[config.mk]
export PLATFORM = sky130hd
export DESIGN_NAME = rxr_pager
export DESIGN_NICKNAME = d
export VERILOG_FILES = /design/src/rtl/rxr_pkg.sv /design/src/rtl/rxr_pgnext.sv /design/src/rtl/rxr_hdrsel.sv /design/src/rtl/rxr_pager.sv
export SDC_FILE = /design/constraint.sdc
export NUM_CORES = 1
export LEC_CHECK = 0
export ABC_AREA = 1
export ABC_CLOCK_PERIOD_IN_PS = 2800
export BUFFER_PORTS_ARGS = -buffer_cell sky130_fd_sc_hd__buf_2
export CAP_MARGIN = 10
export CORE_MARGIN = 8
export CORE_UTILIZATION = 43
export CTS_CLUSTER_DIAMETER = 30
export DETAILED_ROUTE_END_ITERATION = 6
export HOLD_SLACK_MARGIN = 0.03
export PLACE_DENSITY = 0.65
export SLEW_MARGIN = 20
export SYNTH_ARGS = -nofsm -noshare
export SYNTH_HDL_FRONTEND = slang
export SYNTH_SLANG_ARGS = --single-unit
[constraint.sdc]
create_clock -name clk -period 2.8 [get_ports clk]
set_input_delay 0.28 -clock clk [delete_from_list [all_inputs] [get_ports clk]]
set_output_delay 0.28 -clock clk [all_outputs]
set_load 0.005 [all_outputs]
[src/rtl/rxr_pkg.sv]
package rxr_pkg;
   typedef enum logic [1:0] {
      RS_IDLE = 2'd0,
      RS_RECV = 2'd1,
      RS_HDR  = 2'd2,
      RS_BLK  = 2'd3
   } rxr_state_e;

   localparam int RXR_HDR_BYTES = 4;
   localparam int RXR_HDR_IDX_W = $clog2(RXR_HDR_BYTES);
endpackage

[src/rtl/rxr_pgnext.sv]
module rxr_pgnext #(
   parameter int PG_W = 8
) (
   input  logic [PG_W-1:0] pg,
   input  logic [PG_W-1:0] first_pg,
   input  logic [PG_W-1:0] stop_pg,
   output logic [PG_W-1:0] nxt
);
   logic [PG_W-1:0] inc;

   assign inc = pg + 1'b1;

   always_comb begin
      if (inc == stop_pg) nxt = first_pg;
      else                nxt = inc;
   end
endmodule

[src/rtl/rxr_hdrsel.sv]
module rxr_hdrsel
   import rxr_pkg::*;
#(
   parameter int PG_W  = 8,
   parameter int CNT_W = 16
) (
   input  logic [RXR_HDR_IDX_W-1:0] idx,
   input  logic                     good,
   input  logic [PG_W-1:0]          nxt_pg,
   input  logic [CNT_W-1:0]         cnt,
   output logic [7:0]               hbyte
);
   localparam int CNT_BYTES = CNT_W / 8;

   logic [7:0] fld [RXR_HDR_BYTES];

   assign fld[0] = {6'b0, ~good, good};
   assign fld[1] = 8'(nxt_pg);

   for (genvar gi = 0; gi < CNT_BYTES; gi++) begin : g_cnt
      assign fld[2+gi] = cnt[gi*8 +: 8];
   end

   assign hbyte = fld[idx];
endmodule

[src/rtl/rxr_pager.sv]
module rxr_pager
   import rxr_pkg::*;
#(
   parameter int PG_W  = 8,
   parameter int OFS_W = 8,
   parameter int CNT_W = 16
) (
   input  logic                  clk,
   input  logic                  rst_n,
   input  logic [PG_W-1:0]       cfg_start,
   input  logic [PG_W-1:0]       cfg_stop,
   input  logic                  cfg_keep_bad,
   input  logic                  bnd_we,
   input  logic [PG_W-1:0]       bnd_page,
   input  logic                  rx_vld,
   input  logic [7:0]            rx_byte,
   input  logic                  rx_eof,
   input  logic                  rx_good,
   input  logic                  ovf_clr,
   output logic                  wr_en,
   output logic [PG_W+OFS_W-1:0] wr_addr,
   output logic [7:0]            wr_data,
   output logic                  rx_abort,
   output logic                  ovf,
   output logic [PG_W-1:0]       cur_page
);
   localparam int AW = PG_W + OFS_W;
   localparam logic [OFS_W-1:0] OFS_FIRST  = OFS_W'(RXR_HDR_BYTES);
   localparam logic [OFS_W-1:0] OFS_SECOND = OFS_W'(RXR_HDR_BYTES + 1);
   localparam logic [OFS_W-1:0] OFS_LAST   = '1;
   localparam logic [RXR_HDR_IDX_W-1:0] HIDX_LAST = RXR_HDR_IDX_W'(RXR_HDR_BYTES - 1);

   if (PG_W > 8) begin : g_chk_pg
      $error("rxr_pager: page number must fit the header byte");
   end
   if (CNT_W != 16) begin : g_chk_cnt
      $error("rxr_pager: header carries a two-byte count");
   end
   if (OFS_W <= $clog2(RXR_HDR_BYTES + 1)) begin : g_chk_ofs
      $error("rxr_pager: page too small for the header");
   end

   rxr_state_e             st_q;
   logic [PG_W-1:0]        cur_q, bnd_q, pg_q, nxt_q;
   logic [OFS_W-1:0]       ofs_q;
   logic                   lnk_q;
   logic [CNT_W-1:0]       cnt_q;
   logic [RXR_HDR_IDX_W-1:0] hidx_q;
   logic                   good_q;
   logic                   wen_q, abort_q, ovf_q;
   logic [AW-1:0]          waddr_q;
   logic [7:0]             wdat_q;
   logic [PG_W-1:0]        nx_pg;
   logic [7:0]             hdr_byte;

   rxr_pgnext #(.PG_W(PG_W)) u_pgnext (
      .pg       (pg_q),
      .first_pg (cfg_start),
      .stop_pg  (cfg_stop),
      .nxt      (nx_pg)
   );

   rxr_hdrsel #(.PG_W(PG_W), .CNT_W(CNT_W)) u_hdrsel (
      .idx    (hidx_q),
      .good   (good_q),
      .nxt_pg (nxt_q),
      .cnt    (cnt_q),
      .hbyte  (hdr_byte)
   );

   always_ff @(posedge clk) begin
      if (!rst_n) begin
         st_q    <= RS_IDLE;
         cur_q   <= cfg_start;
         bnd_q   <= cfg_start;
         pg_q    <= cfg_start;
         nxt_q   <= cfg_start;
         ofs_q   <= '0;
         lnk_q   <= 1'b0;
         cnt_q   <= '0;
         hidx_q  <= '0;
         good_q  <= 1'b0;
         wen_q   <= 1'b0;
         waddr_q <= '0;
         wdat_q  <= '0;
         abort_q <= 1'b0;
         ovf_q   <= 1'b0;
      end else begin
         wen_q   <= 1'b0;
         abort_q <= 1'b0;
         nxt_q   <= nx_pg;
         if (bnd_we) bnd_q <= bnd_page;
         case (st_q)
            RS_IDLE: begin
               pg_q <= cur_q;
               if (rx_vld && !rx_eof) begin
                  wen_q   <= 1'b1;
                  waddr_q <= {cur_q, OFS_FIRST};
                  wdat_q  <= rx_byte;
                  pg_q    <= cur_q;
                  ofs_q   <= OFS_SECOND;
                  lnk_q   <= 1'b0;
                  cnt_q   <= CNT_W'(1);
                  st_q    <= RS_RECV;
               end
            end
            RS_RECV: begin
               if (rx_eof) begin
                  if (rx_good || cfg_keep_bad) begin
                     st_q   <= RS_HDR;
                     hidx_q <= '0;
                     good_q <= rx_good;
                  end else begin
                     st_q   <= RS_IDLE;
                  end
               end else if (rx_vld) begin
                  if (lnk_q) begin
                     if (nx_pg == bnd_q) begin
                        abort_q <= 1'b1;
                        ovf_q   <= 1'b1;
                        st_q    <= RS_BLK;
                     end else begin
                        wen_q   <= 1'b1;
                        waddr_q <= {nx_pg, {OFS_W{1'b0}}};
                        wdat_q  <= rx_byte;
                        pg_q    <= nx_pg;
                        ofs_q   <= OFS_W'(1);
                        lnk_q   <= 1'b0;
                        cnt_q   <= cnt_q + 1'b1;
                     end
                  end else begin
                     wen_q   <= 1'b1;
                     waddr_q <= {pg_q, ofs_q};
                     wdat_q  <= rx_byte;
                     ofs_q   <= ofs_q + 1'b1;
                     cnt_q   <= cnt_q + 1'b1;
                     if (ofs_q == OFS_LAST) lnk_q <= 1'b1;
                  end
               end
            end
            RS_HDR: begin
               wen_q   <= 1'b1;
               waddr_q <= {cur_q, OFS_W'(hidx_q)};
               wdat_q  <= hdr_byte;
               hidx_q  <= hidx_q + 1'b1;
               if (hidx_q == HIDX_LAST) begin
                  cur_q <= nxt_q;
                  st_q  <= RS_IDLE;
               end
            end
            RS_BLK: begin
               if (ovf_clr) begin
                  ovf_q <= 1'b0;
                  st_q  <= RS_IDLE;
               end
            end
            default: st_q <= RS_IDLE;
         endcase
      end
   end

   assign wr_en    = wen_q;
   assign wr_addr  = waddr_q;
   assign wr_data  = wdat_q;
   assign rx_abort = abort_q;
   assign ovf      = ovf_q;
   assign cur_page = cur_q;
endmodule

; Word level (Yosys, flattened, before mapping)
; Cells that the tools add are included.
[op_classes]
add_sub_neg = 4
multipliers = 0
div = 0
magnitude_cmp = 1
n_eq_ne = 28
shifts = 0
n_mux = 71
bitwise_logic = 6
n_reduce_logical = 18
[op_table]
columns = cell, count
row1 = 8-bit 2-to-1 mux, 24
row2 = 16-bit 2-to-1 mux, 10
row3 = 16-bit case mux with 3 select lines, 1
row4 = 16-bit case mux with 2 select lines, 1
row5 = 8-bit case mux with 2 select lines, 2
row6 = 3-bit != test (second input constant), 8
row7 = 8-bit case mux with 3 select lines, 1
row8 = 2-bit 2-to-1 mux, 10
row9 = 2-bit != test (second input constant), 9
row10 = 16-bit by 1-bit adder with 16-bit output (second input constant), 1
row11 = 8-bit by 1-bit adder with 8-bit output (second input constant), 2
row12 = 8-bit binary-select mux with 2-bit select, 1
row13 = 8-bit == test, 2
row14 = 1-bit 2-to-1 mux, 16
row15 = 5-bit AND reduction, 3
row16 = 6-bit AND reduction, 2
row17 = 8-bit == test (second input constant), 1
row18 = 2-bit case mux with 4 select lines, 1
row19 = 2-bit == test (second input constant), 3
row20 = 2-bit by 1-bit != test with 1-bit output (second input constant), 3
row21 = 3-bit AND reduction, 2
row22 = 2-bit nonzero test, 3
row23 = 1-bit inverter, 5
row24 = 5-bit OR reduction, 1
row25 = 15 further kinds, 16
[word_totals]
ff_bits = 89
latch_bits = 0
ram_bits = 0
mem_bits_ro = 0
inputBits = 40
output_inout_bits = 35
elab_cells = 143
memories = 0

; Depth between registers and ports, before layout
[depth]
ltp_word = 10
ltp_mapped = 22
depth_no_buf = 22

; Hierarchy
; From an unflattened synthesis, not the netlist that was laid out.
[unflattened]
cells_unflattened = 820
hier_area_um2 = 5477.8
[modules_own_cells]
columns = module, n_inst, cells_each, area_per_inst_um2, seq_area_each_um2
row1 = rxr_pager, 1, 636, 4584.4, 2021.9
row2 = rxr_pgnext, 1, 118, 604.3, 0.0
row3 = rxr_hdrsel, 1, 66, 289.0, 0.0

; Worst setup path before layout
; No wires, ideal clock.
[synth_path]
path_kind = reg2reg
from = register pg_q[0]
to = register pg_q[0] (enable)
setup_ns = 0.384
t_arrival_ns = 2.618
required_ns = 2.416
setup_slack_ns = -0.202
path_stages_with_launch = 17
n_path_buf = 0
synth_period_minus_slack_ns = 3.002
path_cell_list = edfxtp_1 > ha_1 > xnor2_1 > nand2_1 > nor2_1 > nand2_1 > nor2_4 > nand3_4 > nand2_1 > nand2_1 > nand2_1 > nand2_1 > nand2_1 > nor2_2 > nand2_1 > o21ai_0 > o21ai_0
[synth_between]
elab_chain_len = 6
[synth_rtl]
columns = item, line
row1 = "start, declared", rxr_pager.sv:44  ; logic [PG_W-1:0] cur_q, bnd_q, pg_q, nxt_q;
row2 = "start signal, assigned", rxr_pager.sv:76  ; pg_q <= cfg_start;
row3 = "start signal, assigned", rxr_pager.sv:95  ; pg_q <= cur_q;
row4 = "start signal, assigned", rxr_pager.sv:100  ; pg_q <= cur_q;
row5 = 8-bit by 1-bit adder with 8-bit output (*), rxr_pgnext.sv:11  ; assign inc = pg + 1'b1;
row6 = 8-bit == test, rxr_pgnext.sv:14  ; if (inc == stop_pg) nxt = first_pg;
row7 = 8-bit 2-to-1 mux (*), rxr_pgnext.sv:14
row8 = 8-bit == test (*), rxr_pager.sv:118  ; if (nx_pg == bnd_q) begin
row9 = 3-bit != test (no source line) (*), n/a
row10 = 5-bit AND reduction (no source line) (*), n/a
; Mark *: on every way between the ends. The rest lies on a longest branch, timed or not.
; A chain may end at the register's enable or synchronous reset.

; Final worst setup path
[layout_path]
from = register pg_q[1]
to = register pg_q[6] (enable)
; Same word-level chain as after synthesis.

==> out/results.txt <==
Worst-path clk slew: 0.07 ns
Final Skew: 0.0118 ns
Nets: 946
Peak supply drop: 0.367 mV
Failing checks: negative setup slack
Initial DRC count: 392
Met2 Usage GRT: 32.1%
Initial antenna violation count: 0
Clock share of power: 20.8%
Worst Setup End Kind: register
Simple-Gate Fraction of Synth Area: 40.0%
Hold buffers post-CTS: 0
Hold_ws: 0.198 ns
Ant. Diodes: 0
Post-Syn Area: 5290 um^2
Post-synthesis sequential area ratio: 38.2%
Cell Area, Placed: 5940 um^2
P_sw: 2.56 mW
Critical path startpoint category: register
Switching Share: 41.2%
Multi-input logic area: 2980 um^2
Leak Pwr: 3.07 nW
Fmax: 0.353 GHz
Grt peak-use layer: met2
Setup WS post-layout: -0.0353 ns
GR Overflow Total: 0
GRT Total Usage: 19.5%
Synth cell count leaders: nand2_1, nor2_1, inv_1
Synth Area in XOR/XNOR: 0.497%
Storage cell area: 2020 um^2
Int Pwr: 3.66 mW
Layout area overhead: 23.3%
Share of cells above drive strength 1: 20.5%
Top-count cell post-synth: nand2_1
Via count: 5431
Avg Cell Area, Syn: 6.58 um^2
Total power: 6.22 mW
Synthesis-stage register bit count: 89
Count of cell types in the netlist: 39
GPL Wtd Cong: 0.858
Row cnt: 40
EDFF count, synth: 24
CTS tree: done
Num Clock Sinks: 89
CP max FO: 8
Synth area leader: dfxtp_1
GRT met1 Usage: 25.2%
Final Util: 54.3%
Main synth FF type: dfxtp_1
Final Setup Violations: 9
Via-per-instance ratio: 5.17
Adder-cell area share of the yosys netlist: 1.89%
Post-synth ARST share: 0%
Core Region: 12000 um^2
Clock Tree Root: clkbuf_16
Final hold viol count: 0
TritonCTS Buffers: 9
Synth area leaders: dfxtp_1, nand2_1, edfxtp_1, nor2_1, nand3_1
First-pass GRT wire length: 25200 um
Chip width: 127 um
Layout Cell Area excl Fill: 6520 um^2
Period utilization: 101%
Die height: 127 um
Port bufs: 74
Register share of total power: 32.6%
Met3 Use GR: 3.27%
Vias in the first global route: 4861
Post-DRT Antenna Nets: 0
Hold_sp: bnd_page[7]
Kind of critical path: register to register
Logic pwr share: 46.6%
Syn nets: 851
Critical path required time: 2.90 ns
Slew Limit Fails: 0
Initial cell density of the core: 44.0%
Hold depth: 3
Yosys warns: 0
DRT Pass-1 Iters: 5
Largest family of logic cells by synthesized area: simple AND/OR/NAND/NOR gates
Worst EP arrival: 2.94 ns
Worst Tran Pin Value: 0.738 ns
Min-delay worst type: primary input to register
H-tree depth: 3
Reg2Reg Depth: 17
Multiplexer area fraction after synthesis: 0%
Mean routed wirelength per cell: 15.2 um
Post-DP HPWL: 11700 um
Fin crit period: 2.84 ns
# DRC: 0
Synth Instances: 803
Max-cap violations: 0
Synth top area share: 24.6%
CTS max path bufs: 2
Routed wire length: 16000 um
Die area: 16100 um^2
RSZ-0062 raised after global routing: yes
Reg2reg start: pg_q[1]
Largest net degree at the start of global routing: 50
Ports: 75
Worst-Skew Late Latency: 0.35 ns
Status: finished, violations left
Slew headroom: 49.6%
Fillers: 1222
Post-synthesis compound-gate area fraction: 10.7%
Pwr per Cell Area: 954 nW/um^2
Crit path from: pg_q[1]
-- cell usage in the layout, fill, tap and decap left out, drive strengths merged --
cell type  Yosys  layout
or3            1       1
xor2           2       2
clkinv         3       3
bufinv         0       1
buf           10     111
edfxtp        24      24
a211oi         2       2
a21oi         38      38
nor3b          1       1
and2           1       1
or2            1       1
o211ai         4       4
nor3           7       7
a32oi          1       1
xnor2          1       1
dfxtp         65      65
o221ai         6       6
nand2        233     233
o22ai          1       1
nand3         79      80
nor2         147     148
ha             8       8
nand4          1       1
inv           80      82
a2111oi        1       1
o21ai         48      48
nand3b        18      18
clkbuf        19      13
a311oi         1       1
-- sequential cells by signal, indices dropped and copies added, names as in the netlist --
signal / cells
bnd_q: 8
lnk_q: 1
cur_page: 8
cnt_q: 16
rx_abort: 1
hidx_q: 2
ovf: 1
wr_data: 8
wr_addr: 16
wr_en: 1
good_q: 1
st_q: 2
ofs_q: 8
pg_q: 8
nxt_q: 8
-- power groups by stage --
stage / sequential, mW / combinational, mW / clock, mW
floorplan: 1.99 / 1.70 / 0
global placement: 2.03 / 2.60 / 0
detailed placement: 2.03 / 2.60 / 0
CTS: 2.01 / 2.66 / 1.32
global route: 2.07 / 3.22 / 1.37
finish: 2.02 / 2.90 / 1.29
-- layout make-up --
cell class | instances | area share, %
clock buffer | 13 | 4.17
clock inverter | 3 | 0.691
inverter | 83 | 4.89
multi-input combinational | 604 | 45.7
sequential | 89 | 31.0
tap | 147 | 2.82
timing repair buffer | 111 | 10.7
-- metrics by stage --
| stage | instances | setup WS (ns) | TNS (ns) |
|---|---|---|---|
| 4_1_cts | 1044 | 0.00879 | 0 |
| 3_5_place_dp | 1026 | -0.0338 | -0.286 |
| 6_report | 1050 | -0.0353 | -0.238 |
| 5_1_grt | 1050 | -0.197 | -8.00 |
| 3_3_place_gp | 1026 | -0.0153 | -0.120 |
| 2_1_floorplan | 803 | 0.0103 | 0 |
-- worst max-delay path, stage by stage (launching register included) --
cell,delay (ns)
edfxtp_1,0.46
ha_4,0.31
xnor2_1,0.11
nand2_1,0.07
nor2_1,0.10
nand2_1,0.11
nor2_4,0.22
buf_6,0.15
nand3_1,0.11
nand2_2,0.11
nand2_1,0.06
nand2_1,0.07
nand2_1,0.09
nor2_4,0.15
nand2_2,0.07
o21ai_1,0.13
o21ai_1,0.08
buf_4,0.20
-- logic make-up (layout without fill, tap and decap cells) --
group,count (synthesis),in the layout
AND/OR/NAND/NOR,489,491
adder cells (fa/ha/maj),8,8
XOR/XNOR,3,3
buffers and inverters,112,210
AO/OA/AOI/OAI,102,102
flip-flops,89,89
-- final timing paths --
| kind | to | slack [ns] |
|---|---|---|
| worst max-delay path | pg_q[6] | -0.04 |
| worst min-delay path | bnd_q[7] | 0.20 |
| worst max register to register | pg_q[6] | -0.04 |
| worst min register to register | wr_addr[6] | 0.47 |
-- metal layers --
layer  routed length [um]  vias to the layer above  part of all wire, %
met5                    0                        -                    0
met4                  256                        0                  1.6
met3                  824                       16                  5.2
met2                 7600                      151                   48
met1                 7280                     2481                   46
li1                     -                     2783                    -
-- timing repair --
item | in CTS | in global routing
pin swaps | 5 | 27
endpoints found under the setup margin | 26 | 62
hold endpoints to repair | 0 | 0
cloned | 1 | 1
gates resized for setup | 5 | 55
buffers inserted | 1 | 6
Power figures use the tool's default switching activity.
